==> config.mk <==
export PLATFORM = sky130hd
export DESIGN_NAME = bcd_alu8
export DESIGN_NICKNAME = d
export VERILOG_FILES = /design/src/rtl/bcd_alu8_pkg.sv /design/src/rtl/bcd_alu8_addsub.sv /design/src/rtl/bcd_alu8_logic.sv /design/src/rtl/bcd_alu8_core.sv /design/src/rtl/bcd_alu8.sv
export SDC_FILE = /design/constraint.sdc
export NUM_CORES = 1
export LEC_CHECK = 0
export BUFFER_PORTS_ARGS = -buffer_cell sky130_fd_sc_hd__clkbuf_2
export CORE_MARGIN = 4
export CORE_UTILIZATION = 40
export CTS_CLUSTER_SIZE = 16
export DETAILED_ROUTE_END_ITERATION = 6
export HOLD_SLACK_MARGIN = 0.15
export SETUP_SLACK_MARGIN = 0.3
export SYNTH_ARGS = -nofsm -noshare
export SYNTH_HDL_FRONTEND = slang
export SYNTH_SLANG_ARGS = --single-unit
==> constraint.sdc <==
create_clock -name clk_i -period 1.45 [get_ports clk_i]
set_input_delay 0.0725 -clock clk_i [delete_from_list [all_inputs] [get_ports clk_i]]
set_output_delay 0.0725 -clock clk_i [all_outputs]
set_load 0.01 [all_outputs]
==> src/rtl/bcd_alu8_pkg.sv <==
package bcd_alu8_pkg;
  typedef enum logic [3:0] {
    OP_ADC = 4'd0,
    OP_SBC = 4'd1,
    OP_AND = 4'd2,
    OP_OR  = 4'd3,
    OP_XOR = 4'd4,
    OP_SHL = 4'd5,
    OP_SHR = 4'd6,
    OP_ROL = 4'd7,
    OP_ROR = 4'd8,
    OP_INC = 4'd9,
    OP_DEC = 4'd10,
    OP_CMP = 4'd11,
    OP_BIT = 4'd12
  } alu_op_e;

  typedef struct packed {
    logic n;
    logic z;
    logic c;
    logic v;
  } alu_flags_t;
endpackage

==> src/rtl/bcd_alu8_addsub.sv <==
module bcd_alu8_addsub #(
  parameter int WIDTH = 8
) (
  input  logic [WIDTH-1:0] a_i,
  input  logic [WIDTH-1:0] m_i,
  input  logic             sub_i,
  input  logic             carry_i,
  input  logic             dec_i,
  output logic [WIDTH-1:0] bin_o,
  output logic [WIDTH-1:0] res_o,
  output logic             c_o,
  output logic             v_o
);
  localparam int DIGITS = WIDTH / 4;

  logic [WIDTH-1:0] m_eff;
  logic [WIDTH:0]   sum;
  logic [WIDTH-1:0] dec_res;
  logic [DIGITS:0]  dk; // per-digit carry (add) / no-borrow (sub)

  assign m_eff = sub_i ? ~m_i : m_i;
  assign sum   = {1'b0, a_i} + {1'b0, m_eff} + {{WIDTH{1'b0}}, carry_i};
  assign bin_o = sum[WIDTH-1:0];
  assign v_o   = (a_i[WIDTH-1] == m_eff[WIDTH-1]) && (sum[WIDTH-1] != a_i[WIDTH-1]);

  assign dk[0] = carry_i;
  for (genvar g = 0; g < DIGITS; g++) begin : g_digit
    logic [3:0] ad;
    logic [3:0] md;
    logic [5:0] s;
    assign ad = a_i[4*g +: 4];
    assign md = m_i[4*g +: 4];
    always_comb begin
      if (sub_i) s = 6'd10 + {2'b00, ad} - {2'b00, md} - {5'd0, ~dk[g]};
      else       s = {2'b00, ad} + {2'b00, md} + {5'd0, dk[g]};
    end
    assign dk[g+1]         = (s >= 6'd10);
    assign dec_res[4*g +: 4] = 4'(s % 6'd10);
  end

  assign res_o = dec_i ? dec_res : bin_o;
  assign c_o   = dec_i ? dk[DIGITS] : sum[WIDTH];
endmodule

==> src/rtl/bcd_alu8_logic.sv <==
module bcd_alu8_logic
  import bcd_alu8_pkg::*;
#(
  parameter int WIDTH = 8
) (
  input  alu_op_e          op_i,
  input  logic [WIDTH-1:0] a_i,
  input  logic [WIDTH-1:0] m_i,
  input  logic             carry_i,
  output logic [WIDTH-1:0] res_o,
  output logic             c_o
);
  always_comb begin
    res_o = a_i & m_i;
    c_o   = carry_i;
    case (op_i)
      OP_OR:  res_o = a_i | m_i;
      OP_XOR: res_o = a_i ^ m_i;
      OP_SHL: begin res_o = {a_i[WIDTH-2:0], 1'b0};    c_o = a_i[WIDTH-1]; end
      OP_SHR: begin res_o = {1'b0, a_i[WIDTH-1:1]};    c_o = a_i[0];       end
      OP_ROL: begin res_o = {a_i[WIDTH-2:0], carry_i}; c_o = a_i[WIDTH-1]; end
      OP_ROR: begin res_o = {carry_i, a_i[WIDTH-1:1]}; c_o = a_i[0];       end
      OP_INC: res_o = a_i + WIDTH'(1);
      OP_DEC: res_o = a_i - WIDTH'(1);
      default: ;
    endcase
  end
endmodule

==> src/rtl/bcd_alu8_core.sv <==
module bcd_alu8_core
  import bcd_alu8_pkg::*;
#(
  parameter int WIDTH = 8
) (
  input  logic [3:0]       op_i,
  input  logic [WIDTH-1:0] a_i,
  input  logic [WIDTH-1:0] m_i,
  input  logic             carry_i,
  input  logic             dec_i,
  output logic [WIDTH-1:0] res_o,
  output logic             res_we_o,
  output alu_flags_t       flags_o,
  output alu_flags_t       we_o
);
  localparam int MSB = WIDTH - 1;

  alu_op_e          op;
  logic [WIDTH-1:0] as_bin, as_res, lg_res, cmp_diff;
  logic             as_c, as_v, lg_c;

  assign op       = alu_op_e'(op_i);
  assign cmp_diff = a_i - m_i;

  bcd_alu8_addsub #(.WIDTH(WIDTH)) u_addsub (
    .a_i(a_i), .m_i(m_i), .sub_i(op == OP_SBC), .carry_i(carry_i), .dec_i(dec_i),
    .bin_o(as_bin), .res_o(as_res), .c_o(as_c), .v_o(as_v)
  );

  bcd_alu8_logic #(.WIDTH(WIDTH)) u_logic (
    .op_i(op), .a_i(a_i), .m_i(m_i), .carry_i(carry_i), .res_o(lg_res), .c_o(lg_c)
  );

  always_comb begin
    res_o    = lg_res;
    res_we_o = 1'b0;
    we_o     = '0;
    flags_o  = '{n: lg_res[MSB], z: (lg_res == '0), c: carry_i, v: 1'b0};
    case (op)
      OP_ADC, OP_SBC: begin
        res_o    = as_res;
        res_we_o = 1'b1;
        we_o     = '{n: 1'b1, z: 1'b1, c: 1'b1, v: 1'b1};
        // N/Z/V follow the binary path even in decimal mode
        flags_o  = '{n: as_bin[MSB], z: (as_bin == '0), c: as_c, v: as_v};
      end
      OP_AND, OP_OR, OP_XOR, OP_INC, OP_DEC: begin
        res_we_o = 1'b1;
        we_o     = '{n: 1'b1, z: 1'b1, c: 1'b0, v: 1'b0};
      end
      OP_SHL, OP_SHR, OP_ROL, OP_ROR: begin
        res_we_o  = 1'b1;
        we_o      = '{n: 1'b1, z: 1'b1, c: 1'b1, v: 1'b0};
        flags_o.c = lg_c;
      end
      OP_CMP: begin
        res_o   = cmp_diff;
        we_o    = '{n: 1'b1, z: 1'b1, c: 1'b1, v: 1'b0};
        flags_o = '{n: cmp_diff[MSB], z: (cmp_diff == '0), c: (a_i >= m_i), v: 1'b0};
      end
      OP_BIT: begin
        we_o    = '{n: 1'b1, z: 1'b1, c: 1'b0, v: 1'b1};
        flags_o = '{n: m_i[MSB], z: (lg_res == '0), c: carry_i, v: m_i[MSB-1]};
      end
      default: ;
    endcase
  end
endmodule

==> src/rtl/bcd_alu8.sv <==
module bcd_alu8
  import bcd_alu8_pkg::*;
#(
  parameter int WIDTH = 8
) (
  input  logic             clk_i,
  input  logic             rst_ni,
  input  logic             valid_i,
  input  logic [3:0]       op_i,
  input  logic [WIDTH-1:0] opa_i,
  input  logic [WIDTH-1:0] opm_i,
  input  logic             carry_i,
  input  logic             dec_i,
  output logic             valid_o,
  output logic [WIDTH-1:0] res_o,
  output logic             res_we_o,
  output logic             n_o,
  output logic             z_o,
  output logic             c_o,
  output logic             v_o,
  output logic             n_we_o,
  output logic             z_we_o,
  output logic             c_we_o,
  output logic             v_we_o
);
  logic [WIDTH-1:0] core_res, res_q;
  logic             core_res_we, res_we_q, valid_q;
  alu_flags_t       core_flags, core_we, flags_q, we_q;

  bcd_alu8_core #(.WIDTH(WIDTH)) u_core (
    .op_i(op_i), .a_i(opa_i), .m_i(opm_i), .carry_i(carry_i), .dec_i(dec_i),
    .res_o(core_res), .res_we_o(core_res_we), .flags_o(core_flags), .we_o(core_we)
  );

  always_ff @(posedge clk_i or negedge rst_ni) begin
    if (!rst_ni) begin
      valid_q  <= 1'b0;
      res_q    <= '0;
      res_we_q <= 1'b0;
      flags_q  <= '0;
      we_q     <= '0;
    end else begin
      valid_q <= valid_i;
      if (valid_i) begin
        res_q    <= core_res;
        res_we_q <= core_res_we;
        flags_q  <= core_flags;
        we_q     <= core_we;
      end else begin
        res_we_q <= 1'b0;
        we_q     <= '0;
      end
    end
  end

  assign valid_o  = valid_q;
  assign res_o    = res_q;
  assign res_we_o = res_we_q;
  assign n_o      = flags_q.n;
  assign z_o      = flags_q.z;
  assign c_o      = flags_q.c;
  assign v_o      = flags_q.v;
  assign n_we_o   = we_q.n;
  assign z_we_o   = we_q.z;
  assign c_we_o   = we_q.c;
  assign v_we_o   = we_q.v;
endmodule

==> impl_metrics.toml, run 1 <==
[run_status]
status = "finished with violations"
violations = "setup timing"

[timing]
fin_crit_sh_pct = 365
setup_viol = 12
final-hold-violation-count = 0
worst_pin_slew_ns = 0.545
rsz0062_at_grt = "true"
skew_ns = 0
drv_slew = 0
fmax_mhz = 189
setup_ws_ns = -3.85
fin_crit_ns = 5.30
slew_headroom_pct = 62.7

[setup_path]
timing.rr.start = "res_o[6]$_DFFE_PN0P_"
cp.required_ns = 1.57
arrival_ns = 5.42
end_kind = "register"
crit_top_cell = "ha_4"
critPathMaxFanout = 2
setup.worst_path.class = "in2reg"
critPathLaunchType = "input pin"
cp-startpoint = "opa_i[1]"
r2r_end = "res_o[6]$_DFFE_PN0P_"
cp_slowest_cell = "fa_1"
r2r_slack_ns = 0.23
reg2reg_depth = 3
max_stage_delay_ns = 0.57

[clock_network]
clock_path_buffers = 2
cts_made_buffers = 3
clk_pin_slew_ns = 0.06
cts_tree = "done"
clock-root-buffer = "clkbuf_8"
cts.sinks = 17
clock_latency_ns = 0.24
htreeDepth = 1

[drt]
drt-total-wl_um = 14900
drc_errors = 0
routed-via-count = 4851
drt_first_iter_violations = 373
post_drt_wl_per_cell_um = 16.9
viasPerCell = 5.51
drtPass1Iterations = 5
ant_nets = 0

[die]
chipWidth_um = 109
core_um2 = 9860
rows = 36
start_util_pct = 41.3
io_pins = 43
dieArea_um2 = 11900
fp.dieH_um = 109

[synthesis]
ys_types = 74
synth-edff-count = 0
synth-xor-area-share_pct = 7.10
ys_seq_area_share_pct = 10.4
synth_compound_area_share_pct = 30.1
synth_nets = 613
synth-seq-cells = 17
ys_warn_count = 0
syn_inst = 520
netlist_area_um2 = 4070
synth-simple-area-share_pct = 19.4
synthMuxAreaShare_pct = 2.55
synth_flop_cell = "dfrtp_1"
syn_avg_cell_area_um2 = 7.83
synthAdderAreaFrac_pct = 23.5
ys_async_sr_fraction_pct = 100
synth_top_family_by_area = "compound AO/OA/AOI/OAI gates"

[place]
place_ws_ns = -4.14
place_hpwl_um = 11800
place_congestion = 0.932
placed_cell_area_um2 = 5900
portBuffers = 42

[hold_path]
worstHoldStart = "valid_i"
hold_class = "in2reg"
hold_depth = 2
min_to = "v_o$_DFFE_PN0P_"

[finish]
layout.nets = 842
syn2layout_area_growth_pct = 63.1
n_fill_cell = 797
fin_area_um2 = 6640
final_cell_mix = "buf_4, ha_1, clkbuf_2"
antenna_cells = 0
utilization_pct = 67.4
drive_gt1_share_pct = 47.3
final_common_cell = "buf_4"

[pwr]
p_sw_uw = 1900
p_int_uw = 2540
combinationalPowerShare_pct = 79.4
powerDensity_nw_per_um2 = 668
p_sw_share_pct = 42.9
p_leak_uw = 0.00303
peakVddDrop_mv = 0.435
seqPwrFrac_pct = 13.0
pwr-share-clk_pct = 7.5

[grt]
overflow = 0
grt_pass1_vias = 4837
track_usage_pct = 24.3
grt_max_degree = 21
grt_pass1_wl_um = 23300
antenna_found_initial = 0

[job]
drv_cap = 0
## power groups by stage
stage | registers, uW | logic, uW | clock network (uW)
5_1_grt | 585 | 3820 | 361
6_report | 579 | 3520 | 334
2_1_floorplan | 613 | 1590 | 0
3_3_place_gp | 583 | 2810 | 0
3_5_place_dp | 588 | 2880 | 0
4_1_cts | 579 | 3170 | 347
## state kept, by name, indices dropped and copies added, names as in the netlist
register and count:
res_o 8, res_we_o 1, n_o 1, valid_o 1, c_we_o 1, z_o 1
n_we_o 1, v_o 1, v_we_o 1, c_o 1
## synthesized netlist by cell type (3+ instances only)
cell / n / area [um2]
a211oi_1: 3 / 22.5
a21boi_0: 4 / 30.0
ha_1: 54 / 676
or2_2: 3 / 18.8
xnor2_1: 24 / 210
o21a_1: 8 / 60.1
nor2b_1: 11 / 68.8
or3b_2: 3 / 26.3
a21o_1: 8 / 60.1
or4_1: 4 / 30.0
o21bai_1: 4 / 30.0
dfrtp_1: 17 / 425
buf_1: 3 / 11.3
inv_1: 46 / 173
o211ai_1: 6 / 45.0
o21ai_0: 35 / 175
nand3_1: 13 / 65.1
a31oi_1: 9 / 56.3
nand3b_1: 3 / 22.5
or3_1: 5 / 31.3
nor2_1: 32 / 120
nor4_1: 3 / 18.8
and2_1: 4 / 25.0
and4_1: 3 / 26.3
a22oi_1: 13 / 97.6
o22ai_1: 7 / 43.8
clkbuf_1: 12 / 45.0
nand2_1: 31 / 116
fa_1: 14 / 280
a21oi_1: 40 / 200
buf_2: 3 / 15.0
nand4_1: 4 / 25.0
mux2i_1: 7 / 70.1
a221oi_1: 3 / 26.3
o22a_1: 6 / 52.6
nor3_1: 16 / 80.1
a2111oi_0: 3 / 26.3
xor2_1: 9 / 78.8
## cells by family after synthesis
logic type	Yosys count
AOI/OAI and AO/OA	178
and+or+nand+nor	146
buffers and inverters	69
adders and majority gates	68
xor gates and xnor gates	33
DFF	17
muxes	9
## area by class of cell
class / count / area (um2) / area share [%]
sequential: 17 / 425 / 6.40
timing repair buffer: 245 / 1890 / 28.4
tap: 133 / 166 / 2.50
clock buffer: 3 / 41.3 / 0.621
multi-input combinational: 434 / 3910 / 58.9
clock inverter: 1 / 5.00 / 0.0753
inverter: 48 / 204 / 3.07
## what timing repair did
item                                    CTS  global route
endpoints found under the hold margin    17             0
resized for setup                        54            58
hold buffers                              1             0
setup buffers                            17             3
endpoints found under the setup margin   13            14
pin swaps                                31            50
cloned                                    0             1
## through the flow
stage / cells / power, uW / hold slack [ns] / TNS, ns
after CTS: 877 / 4100 / 0.221 / -26.95
after global routing: 881 / 4760 / 0.276 / -29.57
after floorplan: 520 / 2200 / -0.223 / -24.83
final: 881 / 4440 / 0.257 / -27.95
after global placement: 855 / 3390 / 0.00863 / -29.65
after detailed placement: 855 / 3470 / 0.0199 / -30.71
## worst max-delay path: cells and delay by family
kind                     cells  cell delay, ns
AND/OR/NAND/NOR              4            1.23
AO/OA/AOI/OAI                8            1.01
adder cells (fa/ha/maj)      9            2.47
buffers and inverters        8            0.62
## worst max-delay path by stage
stage                            to  slack [ns]  depth (start not counted)
2_1_floorplan  res_o[6]$_DFFE_PN0P_       -3.77                         28
3_3_place_gp   res_o[6]$_DFFE_PN0P_       -3.97                         29
3_5_place_dp   res_o[6]$_DFFE_PN0P_       -4.14                         28
4_1_cts        res_o[6]$_DFFE_PN0P_       -3.75                         29
5_1_grt        res_o[6]$_DFFE_PN0P_       -3.98                         30
6_report       res_o[6]$_DFFE_PN0P_       -3.85                         29
## per-layer routing
layer	vias to the layer above	track usage, %	part of all wire, %
li1	2364	-	-
met1	2287	34.5	46
met2	176	39.9	46
met3	24	1.78	5.5
met4	0	6.04	2.3
met5	-	0	0
Note: power is estimated with default switching activity, not from simulation.
==> run 2: changes to the inputs <==
==> constraint.sdc (replaced) <==
create_clock -name clk_i -period 1.45 [get_ports clk_i]
set_input_delay 0 -clock clk_i [delete_from_list [all_inputs] [get_ports clk_i]]
set_output_delay 0 -clock clk_i [all_outputs]
set_load 0.01 [all_outputs]
==> impl_metrics.toml, run 2 (same netlist as run 1, synthesis figures left out) <==
[pwr]
powerDensity_nw_per_um2 = 680
p_int_uw = 2570
combinationalPowerShare_pct = 79.5
p_sw_share_pct = 42.0
p_sw_uw = 1860
total_power_uw = 4430
p_leak_uw = 0.00300
seqPwrFrac_pct = 13.1
pwr-share-clk_pct = 7.4
peakVddDrop_mv = 0.485

[die]
core_um2 = 9860
rows = 36
start_util_pct = 41.3
chipWidth_um = 109
io_pins = 43
fp.dieH_um = 109
dieArea_um2 = 11900

[grt]
antenna_found_initial = 0
grt_pass1_wl_um = 23500
overflow = 0
grt_max_degree = 21
grt_pass1_vias = 4756
track_usage_pct = 24.7

[place]
place_congestion = 0.949
portBuffers = 42
place_hpwl_um = 11900
placed_cell_area_um2 = 5850
placed_cells_incl_taps = 849

[setup_path]
cp.required_ns = 1.57
end_kind = "register"
reg2reg_depth = 4
critPathLaunchType = "input pin"
max_stage_delay_ns = 0.53
timing.rr.start = "z_o$_DFFE_PN0P_"
cp_slowest_cell = "fa_2"
arrival_ns = 5.25
critPathTopFamily = "adder cells"
critPathMaxFanout = 2
crit_top_cell = "ha_4"
r2r_slack_ns = 0.24
cp_num_buf_inv = 8
r2r_end = "z_o$_DFFE_PN0P_"
cp-startpoint = "opa_i[1]"
setup.worst_path.class = "in2reg"

[timing]
setup_ws_ns = -3.68
fmax_mhz = 195
worst_pin_slew_ns = 0.503
slew_headroom_pct = 65.6
drv_slew = 0
fin_crit_ns = 5.13
final-hold-violation-count = 0
hold_slack_ns = 0.168
skew_ns = 0
fin_crit_sh_pct = 354
setup_viol = 12
rsz0062_at_grt = "true"

[clock_network]
cts_made_buffers = 3
clk_pin_slew_ns = 0.06
htreeDepth = 1
cts_tree = "done"
cts.sinks = 17
clock-root-buffer = "clkbuf_8"
clock_path_buffers = 2
clock_latency_ns = 0.24

[finish]
final_cell_mix = "buf_4, ha_1, clkbuf_2"
n_fill_cell = 810
layout.nets = 841
utilization_pct = 66.1
largest_reg_flops = 8
antenna_cells = 0
final_common_cell = "buf_4"
drive_gt1_share_pct = 46.2
syn2layout_area_growth_pct = 60.0
stdcell_count = 880
fin_area_um2 = 6520

[hold_path]
hold_depth = 4
worstHoldStart = "dec_i"
hold_class = "in2reg"
min_to = "res_o[3]$_DFFE_PN0P_"

[drt]
drc_errors = 0
ant_nets = 0
routed-via-count = 4775
post_drt_wl_per_cell_um = 16.4
drt_first_iter_violations = 250
drt-total-wl_um = 14400
viasPerCell = 5.43
drtPass1Iterations = 5

[job]
drv_cap = 0

[run_status]
status = "finished with violations"
violations = "setup timing"
==> run 2: worst min-delay path, delay by kind of cell <==
family / cells / cell delay [ns]
and+or+nand+nor: 2 / 0.19
buffers and inverters: 1 / 0.13
AOI/OAI and AO/OA: 1 / 0.04
==> run 2: power by group through the flow <==
stage / Clock, uW / Combinational [uW] / Sequential, uW
6_report: 327 / 3520 / 579
5_1_grt: 352 / 3830 / 585
4_1_cts: 339 / 3200 / 579
3_5_place_dp: 0 / 2870 / 587
3_3_place_gp: 0 / 2790 / 584
2_1_floorplan: 0 / 1590 / 613
==> run 2: what timing repair did <==
item	4_1_cts	5_1_grt
hold buffers	1	0
cloned	0	0
hold endpoints to repair	17	0
pin swaps	30	23
resized for setup	49	45
setup buffers	19	7
setup endpoints to repair	13	13
==> run 2: metal layers <==
metal,GRT usage (%),up-vias,wire length (um)
met1,34.7,2247,6740
met5,0,-,0
li1,-,2366,-
met4,6.31,0,267
met2,41.1,140,6700
met3,1.60,22,680
==> run 2: final cells by class <==
class                   count  area (um2)  area share [%]
clock buffers               4        45.0           0.691
inverters                  48         200            3.07
multi-input cells         434        3840            59.0
flip-flops and latches     17         425            6.53
well taps                 133         166            2.55
repair buffers            244        1840            28.2
==> run 2: through the flow <==
| step | TNS, ns | worst slack (ns) |
|---|---|---|
| 6_report | -26.09 | -3.68 |
| 5_1_grt | -27.75 | -3.85 |
| 4_1_cts | -26.09 | -3.65 |
| 3_5_place_dp | -29.60 | -4.09 |
| 3_3_place_gp | -28.45 | -3.90 |
| 2_1_floorplan | -23.96 | -3.70 |
==> run 2: how the worst max path moves through the flow <==
stage	endpoint	slack, ns	cells after the start
finish	res_o[6]$_DFFE_PN0P_	-3.68	29
global route	res_o[6]$_DFFE_PN0P_	-3.85	30
CTS	res_o[6]$_DFFE_PN0P_	-3.65	29
detailed placement	res_o[6]$_DFFE_PN0P_	-4.09	29
global placement	res_o[6]$_DFFE_PN0P_	-3.90	29
floorplan	res_o[6]$_DFFE_PN0P_	-3.70	28
==> run 3: changes to the inputs <==
--- a/config.mk
+++ b/config.mk
@@ -7,10 +7,11 @@
 export LEC_CHECK = 0
 export BUFFER_PORTS_ARGS = -buffer_cell sky130_fd_sc_hd__clkbuf_2
 export CORE_MARGIN = 4
-export CORE_UTILIZATION = 40
+export CORE_UTILIZATION = 39
 export CTS_CLUSTER_SIZE = 16
 export DETAILED_ROUTE_END_ITERATION = 6
 export HOLD_SLACK_MARGIN = 0.15
+export PLACE_DENSITY = 0.66
 export SETUP_SLACK_MARGIN = 0.3
 export SYNTH_ARGS = -nofsm -noshare
 export SYNTH_HDL_FRONTEND = slang
==> impl_metrics.toml, run 3 (same netlist as run 1, synthesis figures left out) <==
[run_status]
status = "finished with violations"
violations = "setup timing"

[drt]
ant_nets = 0
viasPerCell = 5.92
routed-via-count = 5324
drt-total-wl_um = 17700
drtPass1Iterations = 6
drc_errors = 0
post_drt_wl_per_cell_um = 19.7
drt_first_iter_violations = 594

[clock_network]
clock_path_buffers = 2
cts_made_buffers = 3
clock-root-buffer = "clkbuf_8"
cts_tree = "done"
clock_latency_ns = 0.25
clk_pin_slew_ns = 0.06
htreeDepth = 1
cts.sinks = 17

[setup_path]
end_kind = "register"
arrival_ns = 5.50
cp.required_ns = 1.57
critPathLaunchType = "input pin"
critPathMaxFanout = 3
reg2reg_depth = 3
setup.worst_path.class = "in2reg"

[finish]
final_common_cell = "buf_4"
layout.nets = 858
final_cell_mix = "buf_4, ha_1, clkbuf_2"
fin_area_um2 = 6830
n_fill_cell = 734
syn2layout_area_growth_pct = 67.6
largest_reg_flops = 8
antenna_cells = 0
drive_gt1_share_pct = 47.9
stdcell_count = 900

[die]
io_pins = 43
chipWidth_um = 110
core_um2 = 10200
rows = 37
start_util_pct = 39.8
fp.dieH_um = 110
dieArea_um2 = 12100

[place]
place_hpwl_um = 11600
placed_cells_incl_taps = 850
portBuffers = 42
placed_cell_area_um2 = 5840
place_congestion = 0.958

[timing]
fmax_mhz = 186
worst_pin_slew_ns = 0.690
final-hold-violation-count = 0
setup_viol = 12
slew_headroom_pct = 52.8
rsz0062_at_grt = "true"
setup_ws_ns = -3.93
drv_slew = 0
fin_crit_ns = 5.38
skew_ns = 0
fin_crit_sh_pct = 371

[grt]
met3_usage_pct = 4.43
track_usage_pct = 27.1
grt.busiest_layer = "met2"
antenna_found_initial = 0
grt_max_degree = 22
use_met1_pct = 32.4
gr-usage-met2_pct = 46.7
overflow = 0
grt_pass1_vias = 5260
grt_pass1_wl_um = 26100

[hold_path]
hold_class = "in2reg"
hold_depth = 3

[pwr]
powerDensity_nw_per_um2 = 730
total_power_uw = 4980
peakVddDrop_mv = 0.430
p_leak_uw = 0.00313

[job]
drv_cap = 0
## run 3: cell count changes in the layout (fill, tap and decap cells not counted), sizes merged
| cell | previous run | this run |
|---|---|---|
| buf | 203 | 220 |
| clkbuf | 44 | 43 |
| dlygate4sd3 | 1 | 2 |
## run 3: layout make-up
type | instances | area [um2] | share of cell area [%]
Clock buffer | 4 | 45.0 | 0.660
Inverter | 48 | 200 | 2.93
Multi-Input combinational cell | 434 | 3910 | 57.2
Sequential cell | 17 | 425 | 6.23
Tap cell | 136 | 170 | 2.49
Timing Repair Buffer | 261 | 2080 | 30.4
## run 3: final timing paths
check	end	slack (ns)	from
setup / recovery	res_o[6]$_DFFE_PN0P_	-3.93	opm_i[0]
hold / removal	v_o$_DFFE_PN0P_	0.17	valid_i
setup reg to reg	res_o[6]$_DFFE_PN0P_	0.24	res_o[6]$_DFFE_PN0P_
hold reg to reg	n_o$_DFFE_PN0P_	0.51	n_o$_DFFE_PN0P_
max in group asynchronous	res_o[6]$_DFFE_PN0P_	0.96	rst_ni
min in group asynchronous	v_we_o$_DFF_PN0_	0.20	rst_ni
## run 3: worst max-delay path, stage by stage
cell	delay (ns)
clkbuf_2	0.13
inv_1	0.11
fa_2	0.44
fa_1	0.46
xor2_1	0.25
mux2i_4	0.28
inv_2	0.09
a21oi_2	0.15
and3b_2	0.27
fa_2	0.36
inv_2	0.08
ha_4	0.13
ha_4	0.13
fa_2	0.45
or4_4	0.45
a21oi_4	0.19
a31oi_4	0.06
ha_4	0.19
buf_4	0.13
a311oi_4	0.24
buf_4	0.18
o21ai_2	0.05
a2bb2oi_2	0.13
o21a_1	0.13
nor3_1	0.04
or3_1	0.36
## run 3: where the power goes
part           internal (uW)  switching, uW
logic                   2090           1970
clock network            195            154
registers                540           36.8
total                   2830           2160
## run 3: per-stage QoR
stage	hold WS [ns]	TNS [ns]	setup WS, ns	utilization, %
global placement	-0.0636	-28.91	-3.91	57.1
floorplan	-0.296	-23.96	-3.70	-
global route	0.183	-33.75	-4.00	66.7
detailed placement	-0.0541	-30.20	-4.15	57.1
CTS	0.169	-30.32	-3.73	63.6
finish	0.169	-32.66	-3.93	66.7
## run 3: repair_timing
| item | CTS | global route |
|---|---|---|
| hold buffers | 2 | 0 |
| endpoints found under the setup margin | 13 | 13 |
| pin swaps | 29 | 28 |
| gates resized for setup | 82 | 52 |
| endpoints found under the hold margin | 18 | 0 |
| buffers inserted | 36 | 8 |
## run 3: metal layers
layer	part of all wire, %	wire, um	up-vias
met5	0	0	-
met4	6.0	1060	0
met3	8.5	1510	108
met2	48	8590	347
met1	37	6560	2449
li1	-	-	2420
